===== src/rtl/fuse_wipe_pkg.sv =====
// Shared constants and types for the zeroization sequencer.
// Assumes a word-addressed fuse array with a fixed partition layout.
package fuse_wipe_pkg;
    localparam int WORD_W     = 32;
    localparam int ADDR_W     = 8;
    localparam int NUM_PART   = 4;
    localparam int MARK_BITS  = 64;
    localparam int MARK_WORDS = MARK_BITS / WORD_W;
    localparam int CNT_W      = $clog2(WORD_W + 1);
    localparam int PART_W     = (NUM_PART > 1) ? $clog2(NUM_PART) : 1;
    localparam int MK_W       = (MARK_WORDS > 1) ? $clog2(MARK_WORDS) : 1;
    localparam int ZERO_BIT   = 2;

    localparam logic [ADDR_W-1:0] PART_BASE [NUM_PART] = '{8'd0, 8'd16, 8'd48, 8'd64};
    localparam logic [ADDR_W:0]   PART_SIZE [NUM_PART] = '{9'd16, 9'd32, 9'd8, 9'd24};
    localparam logic [NUM_PART-1:0] PART_CLEARABLE = 4'b1011;

    typedef enum logic [1:0] {
        ST_IDLE,
        ST_MARK,
        ST_DATA,
        ST_READ
    } wipe_state_t;
endpackage


===== src/rtl/fuse_wipe_lookup.sv =====
// Maps a word address to its partition, its clear permission and its marker base.
// Assumes the partitions do not overlap; on no hit the other outputs are don't-care.
module fuse_wipe_lookup
    import fuse_wipe_pkg::*;
(
    input  logic [ADDR_W-1:0] addr,
    output logic              hit,
    output logic [PART_W-1:0] idx,
    output logic              clearable,
    output logic [ADDR_W-1:0] mark_base
);
    logic [NUM_PART-1:0] in_part;

    genvar g;
    generate
        for (g = 0; g < NUM_PART; g++) begin : g_range
            logic [ADDR_W:0] lo, hi;
            assign lo = {1'b0, PART_BASE[g]};
            assign hi = lo + PART_SIZE[g];
            // range compare for one partition
            assign in_part[g] = ({1'b0, addr} >= lo) && ({1'b0, addr} < hi);
        end
    endgenerate

    // encode the matching partition and fetch its attributes
    always_comb begin
        idx = '0;
        for (int i = NUM_PART - 1; i >= 0; i--) begin
            if (in_part[i]) idx = PART_W'(i);
        end
        hit       = |in_part;
        clearable = PART_CLEARABLE[idx];
        mark_base = ADDR_W'({1'b0, PART_BASE[idx]} + PART_SIZE[idx] - (ADDR_W+1)'(MARK_WORDS));
    end
endmodule


===== src/rtl/fuse_wipe_marks.sv =====
// Holds one "marker written" flag per partition; flags only set, reset clears them.
module fuse_wipe_marks
    import fuse_wipe_pkg::*;
(
    input  logic                clk,
    input  logic                rst_n,
    input  logic                set_en,
    input  logic [PART_W-1:0]   set_idx,
    output logic [NUM_PART-1:0] flags
);
    // set the flag of the partition whose marker just completed
    always_ff @(posedge clk) begin
        if (!rst_n) flags <= '0;
        else if (set_en) flags[set_idx] <= 1'b1;
    end
endmodule


===== src/rtl/fuse_wipe_popcount.sv =====
// Counts the 1 bits of a readback word.
module fuse_wipe_popcount
    import fuse_wipe_pkg::*;
(
    input  logic [WORD_W-1:0] word,
    output logic [CNT_W-1:0]  ones
);
    // sum the set bits
    always_comb begin
        ones = '0;
        for (int i = 0; i < WORD_W; i++) ones = ones + CNT_W'(word[i]);
    end
endmodule


===== src/rtl/fuse_wipe_seq.sv =====
// Zeroization sequencer: checks the target, programs the partition marker once,
// blows the target word, reads it back and reports its blown-bit count.
// Assumes the fuse array holds ack for one cycle per request.
module fuse_wipe_seq
    import fuse_wipe_pkg::*;
(
    input  logic              clk,
    input  logic              rst_n,
    input  logic              cmd_valid,
    input  logic [2:0]        cmd_kind,
    input  logic [ADDR_W-1:0] cmd_addr,
    output logic              busy,
    output logic              done,
    output logic              err,
    output logic [CNT_W-1:0]  blown_cnt,
    output logic              prog_req,
    output logic [ADDR_W-1:0] prog_addr,
    output logic [WORD_W-1:0] prog_data,
    input  logic              prog_ack,
    output logic              rd_req,
    output logic [ADDR_W-1:0] rd_addr,
    input  logic [WORD_W-1:0] rd_data,
    input  logic              rd_ack
);
    wipe_state_t         state_q;
    logic [ADDR_W-1:0]   tgt_q, mark_q;
    logic [PART_W-1:0]   part_q;
    logic [MK_W-1:0]     mk_cnt_q;
    logic                err_q, done_q;
    logic [CNT_W-1:0]    cnt_q;

    logic                zero_cmd, hit, hit_clear, set_mark, data_phase;
    logic [PART_W-1:0]   hit_idx;
    logic [ADDR_W-1:0]   hit_mark;
    logic [NUM_PART-1:0] marked_vec;
    logic [CNT_W-1:0]    rd_ones;
    logic                unused_kind;

    assign unused_kind = ^cmd_kind[1:0];
    assign zero_cmd    = cmd_valid & cmd_kind[ZERO_BIT];

    fuse_wipe_lookup u_lookup (
        .addr(cmd_addr), .hit(hit), .idx(hit_idx),
        .clearable(hit_clear), .mark_base(hit_mark)
    );

    assign set_mark = (state_q == ST_MARK) && prog_ack && (mk_cnt_q == MK_W'(MARK_WORDS - 1));

    fuse_wipe_marks u_marks (
        .clk(clk), .rst_n(rst_n), .set_en(set_mark),
        .set_idx(part_q), .flags(marked_vec)
    );

    fuse_wipe_popcount u_pop (.word(rd_data), .ones(rd_ones));

    // command acceptance, word sequencing and status update
    always_ff @(posedge clk) begin
        if (!rst_n) begin
            state_q  <= ST_IDLE;
            tgt_q    <= '0;
            mark_q   <= '0;
            part_q   <= '0;
            mk_cnt_q <= '0;
            err_q    <= 1'b0;
            done_q   <= 1'b0;
            cnt_q    <= '0;
        end else begin
            done_q <= 1'b0;
            case (state_q)
                ST_IDLE: begin
                    if (zero_cmd) begin
                        if (hit && hit_clear) begin
                            err_q    <= 1'b0;
                            tgt_q    <= cmd_addr;
                            part_q   <= hit_idx;
                            mark_q   <= hit_mark;
                            mk_cnt_q <= '0;
                            state_q  <= marked_vec[hit_idx] ? ST_DATA : ST_MARK;
                        end else begin
                            err_q <= 1'b1;
                        end
                    end
                end
                ST_MARK: begin
                    if (prog_ack) begin
                        if (mk_cnt_q == MK_W'(MARK_WORDS - 1)) state_q <= ST_DATA;
                        else mk_cnt_q <= mk_cnt_q + 1'b1;
                    end
                end
                ST_DATA: begin
                    if (prog_ack) state_q <= ST_READ;
                end
                ST_READ: begin
                    if (rd_ack) begin
                        cnt_q   <= rd_ones;
                        done_q  <= 1'b1;
                        state_q <= ST_IDLE;
                    end
                end
                default: state_q <= ST_IDLE;
            endcase
            if (state_q != ST_IDLE && zero_cmd) err_q <= 1'b1;
        end
    end

    // drive the fuse port and status outputs from the registered state
    always_comb begin
        data_phase = (state_q == ST_DATA);
        prog_req   = (state_q == ST_MARK) || data_phase;
        prog_addr  = (state_q == ST_MARK) ? (mark_q + ADDR_W'(mk_cnt_q)) : tgt_q;
        prog_data  = '1;
        rd_req     = (state_q == ST_READ);
        rd_addr    = tgt_q;
        busy       = (state_q != ST_IDLE);
        done       = done_q;
        err        = err_q;
        blown_cnt  = cnt_q;
    end
endmodule


===== config.mk =====
export PLATFORM = sky130hd
export DESIGN_NAME = fuse_wipe_seq
export DESIGN_NICKNAME = d
export VERILOG_FILES = /design/src/rtl/fuse_wipe_pkg.sv /design/src/rtl/fuse_wipe_lookup.sv /design/src/rtl/fuse_wipe_marks.sv /design/src/rtl/fuse_wipe_popcount.sv /design/src/rtl/fuse_wipe_seq.sv
export SDC_FILE = /design/constraint.sdc
export NUM_CORES = 1
export LEC_CHECK = 0
export ABC_AREA = 0
export BUFFER_PORTS_ARGS = -buffer_cell sky130_fd_sc_hd__buf_4
export CORE_MARGIN = 3
export CORE_UTILIZATION = 48
export CTS_CLUSTER_DIAMETER = 200
export DETAILED_ROUTE_END_ITERATION = 12
export HOLD_SLACK_MARGIN = 0.08
export PLACE_DENSITY = 0.8
export SYNTH_ARGS = -nofsm -noshare
export SYNTH_HDL_FRONTEND = slang
export SYNTH_SLANG_ARGS = --single-unit
export TNS_END_PERCENT = 20

===== constraint.sdc =====
create_clock -name clk -period 6.59 [get_ports clk]
set_clock_uncertainty 0.15 [all_clocks]
set_input_delay 1.318 -clock clk [delete_from_list [all_inputs] [get_ports clk]]
set_output_delay 1.318 -clock clk [all_outputs]
set_load 0.005 [all_outputs]

==> flow_summary.toml, run 1 <==
[critical_path]
worst_ep_arrival_time_ns = 6.18
startpoint_type = "primary input"
cp_max_fo = 2
worstSetupEndpointType = "flip-flop"
r2r_setup_slack_ns = 4.73
worstPathRequired_ns = 6.65
worstSetupPathType = "primary input to flip-flop"
reg2reg_depth = 5

[global_routing]
grt_pass1_wl_um = 8670
antenna_found_initial = 0
grt_max_degree = 31
groute.usage.overall_pct = 17.3
grt_pass1_vias = 2019
gr-total-overflow = 0

[synthesis]
yosysUniqueCellTypes = 44
synth_common_cells = "inv_1, buf_4, nand2_1"
synthCells = 293
synth-edff-count = 0
yosysWarnings = 0
syn_area_sq_um = 2620
netlist.top_cell.by_area = "dfxtp_1"
synth_top_area_share_pct = 22.9
ys_ff_latch = 30
async_flop_share_pct = 0
syn_area_per_cell_sq_um = 8.95
synth_ff_type = "dfxtp_1"
synth_most_common_cell = "inv_1"
synth.area.top_cells = "dfxtp_1, fa_1, buf_4, inv_1, ha_1"
ys_seq_area_share_pct = 22.9

[route]
final_antenna_net_count = 0
vias_per_cell = 4.71
drt_iter0_markers = 82
drtPass1Iterations = 4
drt_wl_total_um = 5240
drc = 0
wl_per_cell_um = 12.1
dr_total_vias = 2042

[clock_tree]
clockBufferDepth = 2
cts.sinks = 30
numCtsBuffers = 5
cts_root_buffer = "clkbuf_8"
ctsResizeCount = 0
clk_pin_slew_ns = 0.06
ctsHoldBuffers = 0
post-cts-setup-buffers = 0
h-tree-depth = 2
cts_tree = "yes"
insertion_delay_ns = 0.28

[min_path]
min_path_type = "flip-flop to flip-flop"
hold_depth = 2

[pwr]
swShare_pct = 42.0
p_seq_share_pct = 20.1
vdd.ir_drop.worst_mv = 0.381
switchingPower_uw = 419
pwr-share-clk_pct = 15.4
powerDensity_nw_per_um2 = 315
internal_power_uw = 580
p_leak_uw = 0.00162
comb_power_share_pct = 64.4
totalPowerFinal_uw = 999

[floorplan]
initial_utilization_pct = 50.4
rows = 26
core_sq_um = 5200
fp.dieArea_sq_um = 6380
dieWidth_um = 79.9
dieHeight_um = 79.9
pin_count = 107

[final_layout]
syn2layout_area_growth_pct = 20.9
drive_gt1_share_pct = 26.1
diodes = 0
final-seq-area_sq_um = 601
stdcell_area_sq_um = 3170
multiInputGateArea_sq_um = 1640
post-route-util_pct = 60.9
fill_cells = 477
fin_nets = 449

[timing]
worstMarginPinSlew_ns = 0.523
rsz0062_at_grt = "false"
period_minus_slack_ns = 6.12
setup-tns-final_ns = 0
relSlewSlack_pct = 65.1
hold_viol = 0
clock.fmax_ghz = 0.163
min_period_over_period_pct = 92.9
drv_slew = 0
setup_viol_count_final = 0

[status]
status = "finished clean"

[placed_design]
globalplace.congestion = 0.812
placed_area_sq_um = 3070
hpwl_um = 4400
io_buffers = 72

[run]
maxCapViolations = 0
[stage by stage]
| stage | cells | hold slack [ns] | worst slack (ns) |
|---|---|---|---|
| 3_3_place_gp | 426 | 0.293 | 0.211 |
| 4_1_cts | 434 | 0.314 | 0.448 |
| 2_1_floorplan | 324 | 0.282 | 0.527 |
| 6_report | 434 | 0.316 | 0.469 |
| 3_5_place_dp | 426 | 0.300 | 0.170 |
| 5_1_grt | 434 | 0.326 | 0.272 |
[flip-flops by register name, summed over array words and instances (netlist names)]
signal	flops
done	1
part_q	2
mk_cnt_q	1
u_marks.flags	4
state_q	2
blown_cnt	6
rd_addr	8
err	1
mark_q	5
[cells by family after synthesis]
| group | count (synthesis) | synth area share [%] |
|---|---|---|
| mux | 5 | 2.15 |
| fa+ha+maj | 38 | 25.0 |
| simple gates | 66 | 13.0 |
| compound gates | 58 | 17.8 |
| other cells | 1 | 0.143 |
| flops | 30 | 22.9 |
| buf+inv | 95 | 19.0 |
[power by group through the flow]
| stage | clock [uW] | sequential (uW) | combinational [uW] |
|---|---|---|---|
| after global placement | 0 | 205 | 620 |
| final | 154 | 201 | 644 |
| after global routing | 167 | 203 | 750 |
| after detailed placement | 0 | 205 | 654 |
| after CTS | 160 | 201 | 657 |
| after floorplan | 0 | 204 | 497 |
[critical path, cell delays in order]
cell	delay, ns
buf_4	0.11
ha_1	0.28
inv_1	0.07
fa_1	0.43
fa_1	0.54
fa_1	0.45
fa_1	0.52
fa_1	0.55
fa_1	0.43
fa_1	0.41
fa_1	0.41
nor2b_1	0.18
o21a_1	0.15
nor3_1	0.04
nand3b_1	0.14
a21boi_0	0.15
[per-layer routing]
| layer | wire length (um) | global-route usage (%) | up-vias |
|---|---|---|---|
| li1 | - | - | 1006 |
| met3 | 329 | 3.05 | 2 |
| met1 | 2050 | 20.3 | 967 |
| met2 | 2830 | 31.7 | 67 |
| met5 | 0 | 0 | - |
| met4 | 27 | 5.07 | 0 |
[final timing paths]
| path | from | to |
|---|---|---|
| worst min register to register | blown_cnt[5] | blown_cnt[5] |
| worst min-delay path | blown_cnt[5] | blown_cnt[5] |
| worst max-delay path | rd_data[0] | blown_cnt[4] |
| worst max register to register | state_q[1] | state_q[0] |
[cells in the final DEF (no fill, tap or decap), types with 2 or more instances in the layout]
master and count:
nand2_1 33, mux2_2 5, a21oi_1 6, o21ai_1 2
nor2_1 7, ha_1 14, nand3_1 2, o211ai_1 2
dfxtp_1 30, o211a_1 3, and2_1 4, and3_1 3
inv_1 55, a21boi_0 5, clkbuf_8 6, o21ai_0 12
conb_1 32, a21boi_1 8, o21a_1 5, nor3b_1 2
fa_1 24, a31oi_1 3, nor2b_1 7, nor3_1 2
buf_4 72
[final cells by class]
class	count	share of cell area, %
clock inverter	2	0.395
sequential	30	19.0
clock buffer	6	2.61
multi-input combinational	199	51.7
timing repair buffer	72	17.1
tap	70	2.76
inverter	55	6.52
(Power assumes the default switching activity.)
==> run 2, diff against run 1 <==
--- a/config.mk
+++ b/config.mk
@@ -7,7 +7,6 @@
 export LEC_CHECK = 0
 export ABC_AREA = 0
 export BUFFER_PORTS_ARGS = -buffer_cell sky130_fd_sc_hd__buf_4
-export CORE_MARGIN = 3
 export CORE_UTILIZATION = 48
 export CTS_CLUSTER_DIAMETER = 200
 export DETAILED_ROUTE_END_ITERATION = 12
==> run 2 against run 1 <==
Hold slack lost 0.0098 ns. Register-to-register slack lost 0.02 ns. Power shrank 0.83%. Fmax shrank 0.45%. Sequential share of layout area is the same. Global-route usage grew 2.4 points. Clock power is essentially flat. Sequential cell count is the same. Cell area is the same. First-iteration DRC count grew 49%. Critical path type unchanged. Highest routed layer unchanged.
==> flow_summary.toml, run 2 (synthesis results as in run 1) <==
[final_layout]
largest_register_ffs = 8
diodes = 0
fin_nets = 449
final_common_cell = "buf_4"
drive_gt1_share_pct = 26.1
final_cell_mix = "buf_4, inv_1, nand2_1"
syn2layout_area_growth_pct = 20.9

[critical_path]
reg2reg_depth = 6
worstSetupPathType = "primary input to flip-flop"
rr_endpoint = "state_q[0]"
startpoint_type = "primary input"
worst_ep_arrival_time_ns = 6.21
r2r_setup_slack_ns = 4.71
cp_max_fo = 2
r2r_start = "state_q[1]"
worstSetupEndpointType = "flip-flop"
worstPathRequired_ns = 6.65

[timing]
min_period_over_period_pct = 93.3
hold_viol = 0
setup-tns-final_ns = 0
rsz0062_at_grt = "false"
relSlewSlack_pct = 64.4
drv_slew = 0
setup_viol_count_final = 0
whs_ns = 0.307
period_minus_slack_ns = 6.15
worstMarginPinSlew_ns = 0.533
clock.fmax_ghz = 0.163

[min_path]
holdCritStartpoint = "u_marks.flags[2]"
min_to = "u_marks.flags[2]"
hold_depth = 1
min_path_type = "flip-flop to flip-flop"

[route]
drc = 0
drt-met1-wl_um = 1970
highest_layer = "met4"
wl_met2_um = 2820
met3_length_um = 357
final_antenna_net_count = 0
drt_wl_total_um = 5240
drtPass1Iterations = 4
vias_per_cell = 4.74
drt_iter0_markers = 122
dr_total_vias = 2059
wl_per_cell_um = 12.1

[clock_tree]
numCtsBuffers = 5
ctsResizeCount = 0
cts_root_buffer = "clkbuf_8"
ctsHoldBuffers = 0
post-cts-setup-buffers = 0
clk_pin_slew_ns = 0.06
cts.sinks = 30
insertion_delay_ns = 0.28
h-tree-depth = 2
cts_tree = "yes"
clockBufferDepth = 2

[global_routing]
antenna_found_initial = 0
groute.usage.overall_pct = 19.7
gr-total-overflow = 0
grt_pass1_vias = 2015
grt_max_degree = 31
grt_pass1_wl_um = 9010

[pwr]
p_leak_uw = 0.00162
powerDensity_nw_per_um2 = 313
vdd.ir_drop.worst_mv = 0.250

[floorplan]
dieHeight_um = 75.9
rows = 26
initial_utilization_pct = 50.7
core_sq_um = 5170
pin_count = 107
fp.dieArea_sq_um = 5760
dieWidth_um = 75.9

[run]
maxCapViolations = 0

[placed_design]
io_buffers = 72
hpwl_um = 4280
globalplace.congestion = 0.813

[status]
status = "finished clean"
-- run 2: final cells by class --
| type | instances | area (sq um) |
|---|---|---|
| fill | 470 | 2000 |
| timing repair buffer | 72 | 541 |
| multi-input combinational | 199 | 1640 |
| clock buffer | 6 | 82.6 |
| tap | 70 | 87.6 |
| inverter | 55 | 206 |
| sequential | 30 | 601 |
| clock inverter | 2 | 12.5 |
-- run 2: stage by stage --
step	util (%)	instances	setup WS (ns)	total power (uW)	cell area, sq um
after floorplan	-	324	0.527	701	2740
after global placement	59.4	426	0.239	815	3070
after detailed placement	59.4	426	0.0833	852	3070
after CTS	61.2	434	0.389	1010	3170
after global routing	61.2	434	0.156	1100	3170
final	61.2	434	0.441	991	3170
-- run 2: metal layers --
metal  vias to the layer above  global-route usage, %
li1                       1005                      -
met1                       969                   21.8
met2                        74                   35.6
met3                        11                   5.54
met4                         0                   7.12
met5                         -                      0
-- run 2: worst max path at each step --
stage,startpoint,to,cells after the start
3_5_place_dp,rd_data[0],blown_cnt[4],16
2_1_floorplan,rd_data[0],blown_cnt[4],15
5_1_grt,rd_data[0],blown_cnt[4],16
6_report,rd_data[0],blown_cnt[4],16
4_1_cts,rd_data[0],blown_cnt[4],16
3_3_place_gp,rd_data[0],blown_cnt[4],16
-- run 2: power by group --
group / internal [uW] / switching, uW
registers: 193 / 8.69
logic: 302 / 337
clock network: 83.7 / 67.5
total: 578 / 413
-- run 2: critical path: stages --
cell and delay (ns):
buf_4 0.11, ha_1 0.28, inv_1 0.07, fa_1 0.43, fa_1 0.51, fa_1 0.57, fa_1 0.45, fa_1 0.55
fa_1 0.44, fa_1 0.42, fa_1 0.42, nor2b_1 0.17, o21a_1 0.14, nor3_1 0.04, nand3b_1 0.14, a21boi_0 0.15
==> run 3, diff against run 2 <==
--- a/config.mk
+++ b/config.mk
@@ -6,12 +6,11 @@
 export NUM_CORES = 1
 export LEC_CHECK = 0
 export ABC_AREA = 0
-export BUFFER_PORTS_ARGS = -buffer_cell sky130_fd_sc_hd__buf_4
 export CORE_UTILIZATION = 48
 export CTS_CLUSTER_DIAMETER = 200
 export DETAILED_ROUTE_END_ITERATION = 12
+export DONT_BUFFER_PORTS = 1
 export HOLD_SLACK_MARGIN = 0.08
-export PLACE_DENSITY = 0.8
 export SYNTH_ARGS = -nofsm -noshare
 export SYNTH_HDL_FRONTEND = slang
 export SYNTH_SLANG_ARGS = --single-unit
==> run 3 against run 2 <==
Hold slack better by 0.00083 ns. Register-to-register slack is essentially flat. Critical path depth decreased by 1. Global-route usage shrank 3.2 points. Combinational power shrank 8.0%. Sequential power barely moved. Utilization decreased by 10 points. Clock power is 5% higher. Via count is 15% lower. Final cell count decreased by 17%. Power is 4.4% lower. Routed wire length shrank 12%. Critical endpoint unchanged.
==> flow_summary.toml, run 3 (synthesis results as in run 1) <==
[final_layout]
post-route-util_pct = 50.8
drive_gt1_share_pct = 7.88
final_cell_mix = "inv_1, nand2_1, conb_1"
syn2layout_area_growth_pct = 0.239
diodes = 0
fill_cells = 505
fin_nets = 377
largest_register_ffs = 8
stdcell_area_sq_um = 2630
final_cells = 362
final_common_cell = "inv_1"

[critical_path]
cpMaxStageDelayCell = "fa_1"
worstSetupEndpointType = "flip-flop"
cpMostUsedCell = "fa_1"
crit_family = "adder cells"
worstSetupPathType = "primary input to flip-flop"
r2r_setup_slack_ns = 4.72
worstPathRequired_ns = 6.65
worst_ep_arrival_time_ns = 6.07
path_buf_inv = 1
slowest_delay_ns = 0.55
cp_max_fo = 2
startpoint_type = "primary input"
cp_cell_sequence = "ha_1, inv_1, fa_1, fa_1, fa_1, fa_1, fa_1, fa_1, fa_1, fa_1, nor2b_1, o21a_1, nor3_1, nand3b_1, a21boi_0"

[min_path]
min_path_type = "flip-flop to flip-flop"

[clock_tree]
numCtsBuffers = 5
post-cts-setup-buffers = 0
clk_pin_slew_ns = 0.07
clockBufferDepth = 2
cts_tree = "yes"
cts_root_buffer = "clkbuf_8"
ctsResizeCount = 0
insertion_delay_ns = 0.28
ctsHoldBuffers = 0
cts.sinks = 30
h-tree-depth = 2

[global_routing]
gr-total-overflow = 0
grt_pass1_vias = 1674
antenna_found_initial = 0
groute.usage.overall_pct = 16.5
grt_pass1_wl_um = 7620
grt_max_degree = 31

[run]
maxCapViolations = 0

[pwr]
vdd.ir_drop.worst_mv = 0.338
p_leak_uw = 0.00125
totalPowerFinal_uw = 947
powerDensity_nw_per_um2 = 361

[route]
final_antenna_net_count = 0
drt_iter0_markers = 113
drt_wl_total_um = 4610
vias_per_cell = 4.81
dr_total_vias = 1742
drc = 0
wl_per_cell_um = 12.7
drtPass1Iterations = 4

[floorplan]
core_sq_um = 5170
initial_utilization_pct = 50.7
pin_count = 107
dieHeight_um = 75.9
dieWidth_um = 75.9
fp.dieArea_sq_um = 5760
rows = 26

[status]
status = "finished clean"

[timing]
worstMarginPinSlew_ns = 0.535
relSlewSlack_pct = 64.3
hold_viol = 0
period_minus_slack_ns = 6.02
setup-tns-final_ns = 0
setup_viol_count_final = 0
min_period_over_period_pct = 91.3
rsz0062_at_grt = "false"
drv_slew = 0
clock.fmax_ghz = 0.166

[placed_design]
io_buffers = 0
globalplace.congestion = 0.782
placed_area_sq_um = 2530
dp_cells = 354
hpwl_um = 3710
run 3: area by class of cell:
cell class	instances	area [sq um]	share of cell area (%)
multi-input cells	199	1640	62.3
flip-flops and latches	30	601	22.9
inverters	55	206	7.86
well taps	70	87.6	3.33
clock buffers	6	82.6	3.14
clock inverters	2	12.5	0.476
run 3: report_power, final:
group,switching (uW),leakage [uW],internal [uW]
sequential,10.2,0.000243,192
combinational,323,0.000965,265
clock,73.7,0.0000472,83.9
run 3: worst register-to-register path: cells and delay by family (launching register included):
kind / cells / cell delay, ns
AOI/OAI and AO/OA: 2 / 0.45
adders and majority gates: 1 / 0.40
DFF: 1 / 0.35
and+or+nand+nor: 2 / 0.33
buffers and inverters: 1 / 0.09
run 3: metal layers:
layer | global-route usage [%] | vias up | share of wire (%)
li1 | - | 861 | -
met5 | 0 | - | 0
met4 | 5.19 | 0 | 1.3
met1 | 21.1 | 796 | 46
met2 | 26.5 | 77 | 45
met3 | 4.94 | 8 | 7.7
run 3: path summary, 6_finish.rpt:
| check | startpoint | cells after the start | end |
|---|---|---|---|
| worst min register to register | u_marks.flags[2] | 1 | u_marks.flags[2] |
| worst min-delay path | u_marks.flags[2] | 1 | u_marks.flags[2] |
| worst max register to register | state_q[1] | 6 | part_q[0] |
| worst max-delay path | rd_data[0] | 15 | blown_cnt[4] |
run 3: through the flow:
step | hold slack (ns) | setup slack (ns)
finish | 0.307 | 0.575
global route | 0.339 | 0.384
CTS | 0.312 | 0.532
detailed placement | 0.296 | 0.291
global placement | 0.293 | 0.277
floorplan | 0.282 | 0.527
